File: src/rtl/mb_pkg.sv
package mb_pkg;
    typedef enum logic [1:0] {
        CMD_READ  = 2'd0,
        CMD_WRITE = 2'd1,
        CMD_WBACK = 2'd2,
        CMD_FILL  = 2'd3
    } cmd_t;

    typedef enum logic [1:0] {
        ST_EMPTY = 2'd0,
        ST_PEND  = 2'd1,
        ST_BUSY  = 2'd2
    } ent_st_t;

    localparam logic SEL_MISS = 1'b0;
    localparam logic SEL_WBUF = 1'b1;
endpackage

File: src/rtl/mb_entry.sv
module mb_entry
    import mb_pkg::*;
#(
    parameter int AW = 32,
    parameter int DW = 32,
    parameter int TW = 2
) (
    input  logic          clk,
    input  logic          rst_n,
    input  logic          alloc_i,
    input  logic [AW-1:0] a_addr,
    input  cmd_t          a_cmd,
    input  logic [TW-1:0] a_thread,
    input  logic [DW-1:0] a_data,
    input  logic          a_noresp,
    input  logic          a_fill,
    input  logic          issue_i,
    input  logic          retire_i,
    input  logic          squash_i,
    output ent_st_t       st_o,
    output logic [AW-1:0] addr_o,
    output cmd_t          cmd_o,
    output logic [TW-1:0] thread_o,
    output logic [DW-1:0] data_o,
    output logic          fill_o,
    output logic          tgt_o
);
    ent_st_t       st_q, st_d;
    logic [AW-1:0] addr_q;
    cmd_t          cmd_q;
    logic [TW-1:0] thread_q;
    logic [DW-1:0] data_q;
    logic          noresp_q, fill_q, tgt_q;

    // State register
    always_ff @(posedge clk) begin
        if (!rst_n) st_q <= ST_EMPTY;
        else        st_q <= st_d;
    end

    // Transitions: ALLOC, ISSUE, SQUASH, RETIRE
    always_comb begin
        st_d = st_q;
        unique case (st_q)
            ST_EMPTY: if (alloc_i) st_d = ST_PEND;
            ST_PEND: begin
                if (squash_i)     st_d = ST_EMPTY;
                else if (issue_i) st_d = noresp_q ? ST_EMPTY : ST_BUSY;
            end
            ST_BUSY:  if (retire_i) st_d = ST_EMPTY;
            default:  st_d = ST_EMPTY;
        endcase
    end

    // Payload held while the slot is occupied
    always_ff @(posedge clk) begin
        if (!rst_n) begin
            addr_q   <= '0;
            cmd_q    <= CMD_READ;
            thread_q <= '0;
            data_q   <= '0;
            noresp_q <= 1'b0;
            fill_q   <= 1'b0;
            tgt_q    <= 1'b0;
        end else if (alloc_i && st_q == ST_EMPTY) begin
            addr_q   <= a_addr;
            cmd_q    <= a_cmd;
            thread_q <= a_thread;
            data_q   <= a_data;
            noresp_q <= a_noresp;
            fill_q   <= a_fill;
            tgt_q    <= !a_noresp;
        end else if (squash_i) begin
            tgt_q    <= 1'b0;
        end
    end

    assign st_o     = st_q;
    assign addr_o   = addr_q;
    assign cmd_o    = cmd_q;
    assign thread_o = thread_q;
    assign data_o   = data_q;
    assign fill_o   = fill_q;
    assign tgt_o    = tgt_q;
endmodule

File: src/rtl/mb_issue_arb.sv
module mb_issue_arb
    import mb_pkg::*;
(
    input  logic m_pend,
    input  logic w_pend,
    input  logic m_hold,
    input  logic bus_ready,
    output logic bus_valid,
    output logic bus_sel,
    output logic m_issue,
    output logic w_issue
);
    logic m_go;

    always_comb begin
        m_go      = m_pend && !m_hold;
        bus_valid = m_go || w_pend;
        bus_sel   = m_go ? SEL_MISS : SEL_WBUF;
        m_issue   = bus_ready && m_go;
        w_issue   = bus_ready && !m_go && w_pend;
    end
endmodule

File: src/rtl/mb_wb_ctr.sv
module mb_wb_ctr #(
    parameter int NT = 4,
    parameter int CW = 8,
    parameter int TW = 2
) (
    input  logic           clk,
    input  logic           rst_n,
    input  logic           inc_i,
    input  logic [TW-1:0]  idx_i,
    output logic [NT*CW-1:0] cnt_o
);
    for (genvar g = 0; g < NT; g++) begin : g_ctr
        logic [CW-1:0] c_q;
        always_ff @(posedge clk) begin
            if (!rst_n)                          c_q <= '0;
            else if (inc_i && idx_i == TW'(g))   c_q <= c_q + 1'b1;
        end
        assign cnt_o[g*CW +: CW] = c_q;
    end
endmodule

File: src/rtl/blk_miss_buf.sv
module blk_miss_buf
    import mb_pkg::*;
#(
    parameter int AW        = 32,
    parameter int DW        = 32,
    parameter int BLK_BYTES = 16,
    parameter int NT        = 4,
    parameter int CW        = 8,
    localparam int TW       = $clog2(NT)
) (
    input  logic           clk,
    input  logic           rst_n,
    input  logic           cfg_wr_alloc,
    input  logic           req_valid,
    output logic           req_ready,
    input  logic [1:0]     req_cmd,
    input  logic           req_uncache,
    input  logic           req_noresp,
    input  logic           req_has_ctx,
    input  logic [TW-1:0]  req_thread,
    input  logic [AW-1:0]  req_addr,
    input  logic [DW-1:0]  req_data,
    output logic           blk_no_mshr,
    output logic           blk_no_wbuf,
    output logic           breq_mshr,
    output logic           breq_wb,
    output logic           bus_valid,
    input  logic           bus_ready,
    output logic           bus_sel,
    output logic [AW-1:0]  bus_addr,
    output logic [1:0]     bus_cmd,
    output logic           bus_fill,
    output logic [DW-1:0]  bus_data,
    input  logic           rsp_valid,
    input  logic           rsp_sel,
    input  logic [DW-1:0]  rsp_data,
    output logic           fill_done,
    output logic [1:0]     fill_cmd,
    output logic           tgt_valid,
    output logic [TW-1:0]  tgt_thread,
    output logic [DW-1:0]  tgt_data,
    input  logic           squash_valid,
    input  logic [TW-1:0]  squash_thread,
    output logic [NT*CW-1:0] wb_cnt
);
    localparam logic [AW-1:0] OFF_MASK = AW'(BLK_BYTES - 1);

    cmd_t          r_cmd;
    logic          is_wr, noresp, to_wb, accept, m_alloc, w_alloc;
    logic [AW-1:0] blk_addr;
    logic          sq_hit, m_issue, w_issue, m_retire, w_retire;

    ent_st_t       m_st, w_st;
    logic [AW-1:0] m_addr, w_addr;
    cmd_t          m_cmd, w_cmd;
    logic [TW-1:0] m_thread, w_thread;
    logic [DW-1:0] m_data, w_data;
    logic          m_fill, w_fill, m_tgt, w_tgt;

    // Request routing and acceptance
    always_comb begin
        r_cmd     = cmd_t'(req_cmd);
        is_wr     = (r_cmd == CMD_WRITE) || (r_cmd == CMD_WBACK);
        noresp    = req_noresp || (r_cmd == CMD_WBACK);
        to_wb     = is_wr && (req_uncache || !cfg_wr_alloc || noresp);
        req_ready = to_wb ? (w_st == ST_EMPTY) : (m_st == ST_EMPTY);
        accept    = req_valid && req_ready;
        m_alloc   = accept && !to_wb;
        w_alloc   = accept && to_wb;
        blk_addr  = req_addr & ~OFF_MASK;
        sq_hit    = squash_valid && (m_st != ST_EMPTY) && (m_thread == squash_thread);
        m_retire  = rsp_valid && (rsp_sel == SEL_MISS) && (m_st == ST_BUSY);
        w_retire  = rsp_valid && (rsp_sel == SEL_WBUF) && (w_st == ST_BUSY);
    end

    mb_entry #(.AW(AW), .DW(DW), .TW(TW)) u_miss (
        .clk(clk), .rst_n(rst_n), .alloc_i(m_alloc), .a_addr(blk_addr), .a_cmd(r_cmd),
        .a_thread(req_thread), .a_data(req_data), .a_noresp(noresp), .a_fill(!req_uncache),
        .issue_i(m_issue), .retire_i(m_retire), .squash_i(sq_hit),
        .st_o(m_st), .addr_o(m_addr), .cmd_o(m_cmd), .thread_o(m_thread), .data_o(m_data),
        .fill_o(m_fill), .tgt_o(m_tgt)
    );

    mb_entry #(.AW(AW), .DW(DW), .TW(TW)) u_wbuf (
        .clk(clk), .rst_n(rst_n), .alloc_i(w_alloc), .a_addr(blk_addr), .a_cmd(r_cmd),
        .a_thread(req_thread), .a_data(req_data), .a_noresp(noresp), .a_fill(1'b0),
        .issue_i(w_issue), .retire_i(w_retire), .squash_i(1'b0),
        .st_o(w_st), .addr_o(w_addr), .cmd_o(w_cmd), .thread_o(w_thread), .data_o(w_data),
        .fill_o(w_fill), .tgt_o(w_tgt)
    );

    mb_issue_arb u_arb (
        .m_pend(m_st == ST_PEND), .w_pend(w_st == ST_PEND), .m_hold(sq_hit),
        .bus_ready(bus_ready), .bus_valid(bus_valid), .bus_sel(bus_sel),
        .m_issue(m_issue), .w_issue(w_issue)
    );

    mb_wb_ctr #(.NT(NT), .CW(CW), .TW(TW)) u_ctr (
        .clk(clk), .rst_n(rst_n), .inc_i(accept && r_cmd == CMD_WBACK),
        .idx_i(req_has_ctx ? req_thread : '0), .cnt_o(wb_cnt)
    );

    // Output process: flags, issue payload, response routing
    always_comb begin
        logic    r_busy, r_fill, r_tgt;
        cmd_t    r_ocmd;
        blk_no_mshr = (m_st != ST_EMPTY);
        blk_no_wbuf = (w_st != ST_EMPTY);
        breq_mshr   = (m_st == ST_PEND);
        breq_wb     = (w_st == ST_PEND);

        bus_addr = (bus_sel == SEL_MISS) ? m_addr : w_addr;
        bus_data = (bus_sel == SEL_MISS) ? m_data : w_data;
        bus_fill = (bus_sel == SEL_MISS) ? m_fill : w_fill;
        bus_cmd  = bus_fill ? CMD_FILL : ((bus_sel == SEL_MISS) ? m_cmd : w_cmd);

        r_busy = (rsp_sel == SEL_MISS) ? (m_st == ST_BUSY) : (w_st == ST_BUSY);
        r_fill = (rsp_sel == SEL_MISS) ? m_fill : w_fill;
        r_tgt  = (rsp_sel == SEL_MISS) ? m_tgt : w_tgt;
        r_ocmd = (rsp_sel == SEL_MISS) ? m_cmd : w_cmd;

        fill_done  = rsp_valid && r_busy && r_fill;
        fill_cmd   = m_cmd;
        tgt_valid  = rsp_valid && r_busy && !r_fill && r_tgt;
        tgt_thread = (rsp_sel == SEL_MISS) ? m_thread : w_thread;
        tgt_data   = (r_ocmd == CMD_READ) ? rsp_data : '0;
    end
endmodule

File: config.mk
export PLATFORM = sky130hd
export DESIGN_NAME = blk_miss_buf
export DESIGN_NICKNAME = d
export VERILOG_FILES = /design/src/rtl/mb_pkg.sv /design/src/rtl/mb_entry.sv /design/src/rtl/mb_issue_arb.sv /design/src/rtl/mb_wb_ctr.sv /design/src/rtl/blk_miss_buf.sv
export SDC_FILE = /design/constraint.sdc
export NUM_CORES = 1
export LEC_CHECK = 0
export CORE_ASPECT_RATIO = 0.5
export CORE_UTILIZATION = 46
export CTS_BUF_LIST = sky130_fd_sc_hd__clkbuf_8 sky130_fd_sc_hd__clkbuf_16
export DETAILED_ROUTE_END_ITERATION = 10
export GPL_ROUTABILITY_DRIVEN = 1
export PLACE_DENSITY = 0.86
export SLEW_MARGIN = 20
export SYNTH_ARGS = -nofsm -noshare
export SYNTH_HDL_FRONTEND = slang
export SYNTH_SLANG_ARGS = --single-unit
File: constraint.sdc
create_clock -name clk -period 2.7 [get_ports clk]
set_clock_uncertainty 0.1 [all_clocks]
set_input_delay 0.405 -clock clk [delete_from_list [all_inputs] [get_ports clk]]
set_output_delay 0.405 -clock clk [all_outputs]
set_load 0.1 [all_outputs]
==> metrics.cfg <==
[global_route]
grtUsageMet1=0.360
gr-usage-met3=0.0539
grt_overflow=0
grt_pass1_wl_um=41100
grt_usage=0.309
busiest_layer=met2
grt_pass1_vias=8049
grt_util_met2=0.544
grt_max_degree=74
grt_antenna_before_repair=0

[clocking]
cts_sinks=169
clock_latency_ns=0.42
cts_max_level=4
tritoncts=done
clockRootBuffer=clkbuf_16
clk_pin_slew_worst_paths_ns=0.06
cts_inserted_buffers=17
holdBufCountCts=0
cts.path.max_buffers=2

[sta]
timing.slew.headroom=0.530
fin_crit_sh=1.02
worst_pin_slew_ns=0.701
finalMaxSlewViolations=0
hold_viol_final=0
fin_ws_ns=-0.0460
hold_slack_ns=0.352
rsz0062_at_grt=true
min_period_ns=2.75
max_freq_mhz=364
final-setup-viol-count=39

[worst_setup_path]
r2r_setup_slack_ns=0.62
start_kind=register
worstSetupPathType=reg -> out
worstPathArrival_ns=2.24
cp.required_ns=2.19
endpoint_kind=output port
crit_fanout=6

[die]
dieArea_mm2=0.0170
io_pins=257
core_mm2=0.0157
die_y_um=92.6
row_count=32
initial_utilization=0.480
die_x_um=183

[drt]
drtIter0Drc=667
wl_per_cell_um=19.2
via_count=7931
drt.antenna.violating_nets=0
drc=0
drt_pass1_iterations=5
wirelength_um=27200
via_per_inst=5.60

[logic_synthesis]
synth_cell_types=51
synth_ff_type=dfxtp_1
netlist_area_mm2=0.00756
synth_warnings=0
synth_edf_count=0
synth.avg_cell_area_um2=8.20
ys_seq_area_frac=0.448
ys_seq_elements=169
synthArstFlopShare=0
synth_cells=922

[run]
maxCapViolations=0

[outcome]
violations=setup timing
status=finished, violations left

[final_layout]
drive_above_1_share=0.262
fillCellCount=928
fin_area_mm2=0.0124
synthToLayoutAreaGrowth_pct=64.2
final_nets=1298

[placed_design]
dp.final_hpwl_um=17200
portBuffers=248
gp_congestion=0.796
place_area_mm2=0.0114

[worst_hold_path]
hp-class=reg -> reg

[power]
peakVddDrop_uv=523
total_power_mw=7.98
powerDensity_mw_per_mm2=643
leakage_nw=4.91

-- cells in the mapped netlist (2+ instances only) --
| cell type | count | area, µm² |
|---|---|---|
| nand2_1 | 279 | 1050 |
| dfxtp_1 | 169 | 3380 |
| a21oi_1 | 152 | 761 |
| mux2_2 | 56 | 631 |
| clkbuf_1 | 35 | 131 |
| nor2b_1 | 35 | 219 |
| buf_2 | 22 | 110 |
| o21ai_0 | 22 | 110 |
| nand3_1 | 15 | 75.1 |
| nor2_1 | 15 | 56.3 |
| or3_1 | 12 | 75.1 |
| inv_1 | 10 | 37.5 |
| o211ai_1 | 9 | 67.6 |
| or4_1 | 9 | 67.6 |
| o31ai_1 | 8 | 60.1 |
| xor2_1 | 7 | 61.3 |
| buf_6 | 6 | 67.6 |
| mux2_1 | 6 | 67.6 |
| buf_4 | 5 | 37.5 |
| ha_1 | 5 | 62.6 |
| o2111ai_1 | 4 | 35.0 |
| and3_1 | 3 | 18.8 |
| nand2b_1 | 3 | 18.8 |
| nand4_1 | 3 | 18.8 |
| and2_1 | 2 | 12.5 |
| mux2i_1 | 2 | 20.0 |
| nor3_1 | 2 | 10.0 |
| nor4b_4 | 2 | 47.6 |
| o21ai_1 | 2 | 10.0 |
-- metal layers --
layer	up-vias	share of wire
li1	3628	-
met1	3861	0.40
met2	352	0.51
met3	90	0.051
met4	0	0.041
met5	-	0
-- flip-flops by register name, summed over array words and instances, names as in the netlist --
register	flops
u_miss.thread_o	2
u_miss.noresp_q	1
u_miss.st_o	2
u_miss.fill_o	1
u_wbuf.cmd_o	2
u_miss.cmd_o	2
u_wbuf.data_o	32
u_miss.tgt_o	1
u_wbuf.st_o	2
u_wbuf.tgt_o	1
u_miss.addr_o	28
u_wbuf.noresp_q	1
u_ctr.g_ctr.c_q	32
u_miss.data_o	32
u_wbuf.addr_o	28
u_wbuf.thread_o	2
-- kinds of logic after synthesis --
| logic type | count (synthesis) | synth area share |
|---|---|---|
| simple gates | 389 | 0.232 |
| other cells | 1 | 0.000496 |
| mux | 64 | 0.0950 |
| compound gates | 208 | 0.158 |
| flops | 169 | 0.448 |
| xor+xnor | 7 | 0.00811 |
| fa+ha+maj | 5 | 0.00828 |
| buf+inv | 79 | 0.0513 |
-- stage by stage --
stage | setup TNS, ns | std cells | worst slack (ns) | utilization
floorplan | -12.74 | 925 | -0.411 | -
global placement | -3.42 | 1372 | -0.0739 | 0.727
detailed placement | -9.12 | 1372 | -0.193 | 0.727
CTS | -0.284 | 1411 | -0.0182 | 0.780
global route | -3.93 | 1414 | -0.107 | 0.789
finish | -0.984 | 1415 | -0.0460 | 0.789
-- area by class of cell --
class / count / area [µm²] / share of cell area
antenna: 1 / 2.50 / 0.000202
tap: 221 / 277 / 0.0223
clock inverter: 11 / 145 / 0.0117
inverter: 11 / 43.8 / 0.00353
clock buffer: 21 / 480 / 0.0387
timing repair buffer: 304 / 4090 / 0.330
multi-input combinational: 677 / 3990 / 0.321
sequential: 169 / 3390 / 0.273
-- path summary, 6_finish.rpt --
check	from	endpoint	cells past startpoint
max reg2reg	u_miss.st_o[1]	u_ctr.g_ctr[2].c_q[5]	6
min	u_miss.data_o[18]	u_miss.data_o[18]	2
max	u_miss.thread_o[0]	bus_addr[5]	7
min reg2reg	u_miss.data_o[18]	u_miss.data_o[18]	2
-- power by group --
group | switching (mW) | internal (mW)
Sequential | 0.0844 | 2.63
Combinational | 1.68 | 0.989
Clock | 1.04 | 1.55
Total | 2.81 | 5.17
-- worst max-delay path, stage by stage, from the launching register on --
cell and delay (ns):
dfxtp_2 0.34, xor2_2 0.20, o31ai_4 0.31, buf_6 0.15
buf_8 0.14, buf_16 0.14, mux2_2 0.36, buf_12 0.17
-- placed cells by master, fill, tap and decap left out, types with 3 or more instances in the layout --
master             n
a21oi_1          151
and3_1             3
buf_12           112
buf_16             3
buf_4             73
buf_6              3
bufinv_16          3
clkbuf_16         20
clkbuf_8           4
clkdlybuf4s50_1  106
clkinv_4           3
conb_1             4
dfxtp_1          167
ha_1               5
inv_1             11
mux2_2            34
mux2_4            28
nand2_1          278
nand2b_1           3
nand3_1           15
nand4_1            3
nor2_1            14
nor2b_1           34
o2111ai_1          4
o211ai_1           9
o21ai_0           17
o21ai_1            5
o31ai_1            7
or3_1             12
or4_1              9
xor2_1             5
-- what timing repair did --
item / 4_1_cts / 5_1_grt
resized for setup: 30 / 17
buffers inserted: 5 / 0
pin swaps: 1 / 1
gates cloned: 3 / 3
setup endpoints to repair: 61 / 54
Power figures use the tool's default switching activity.
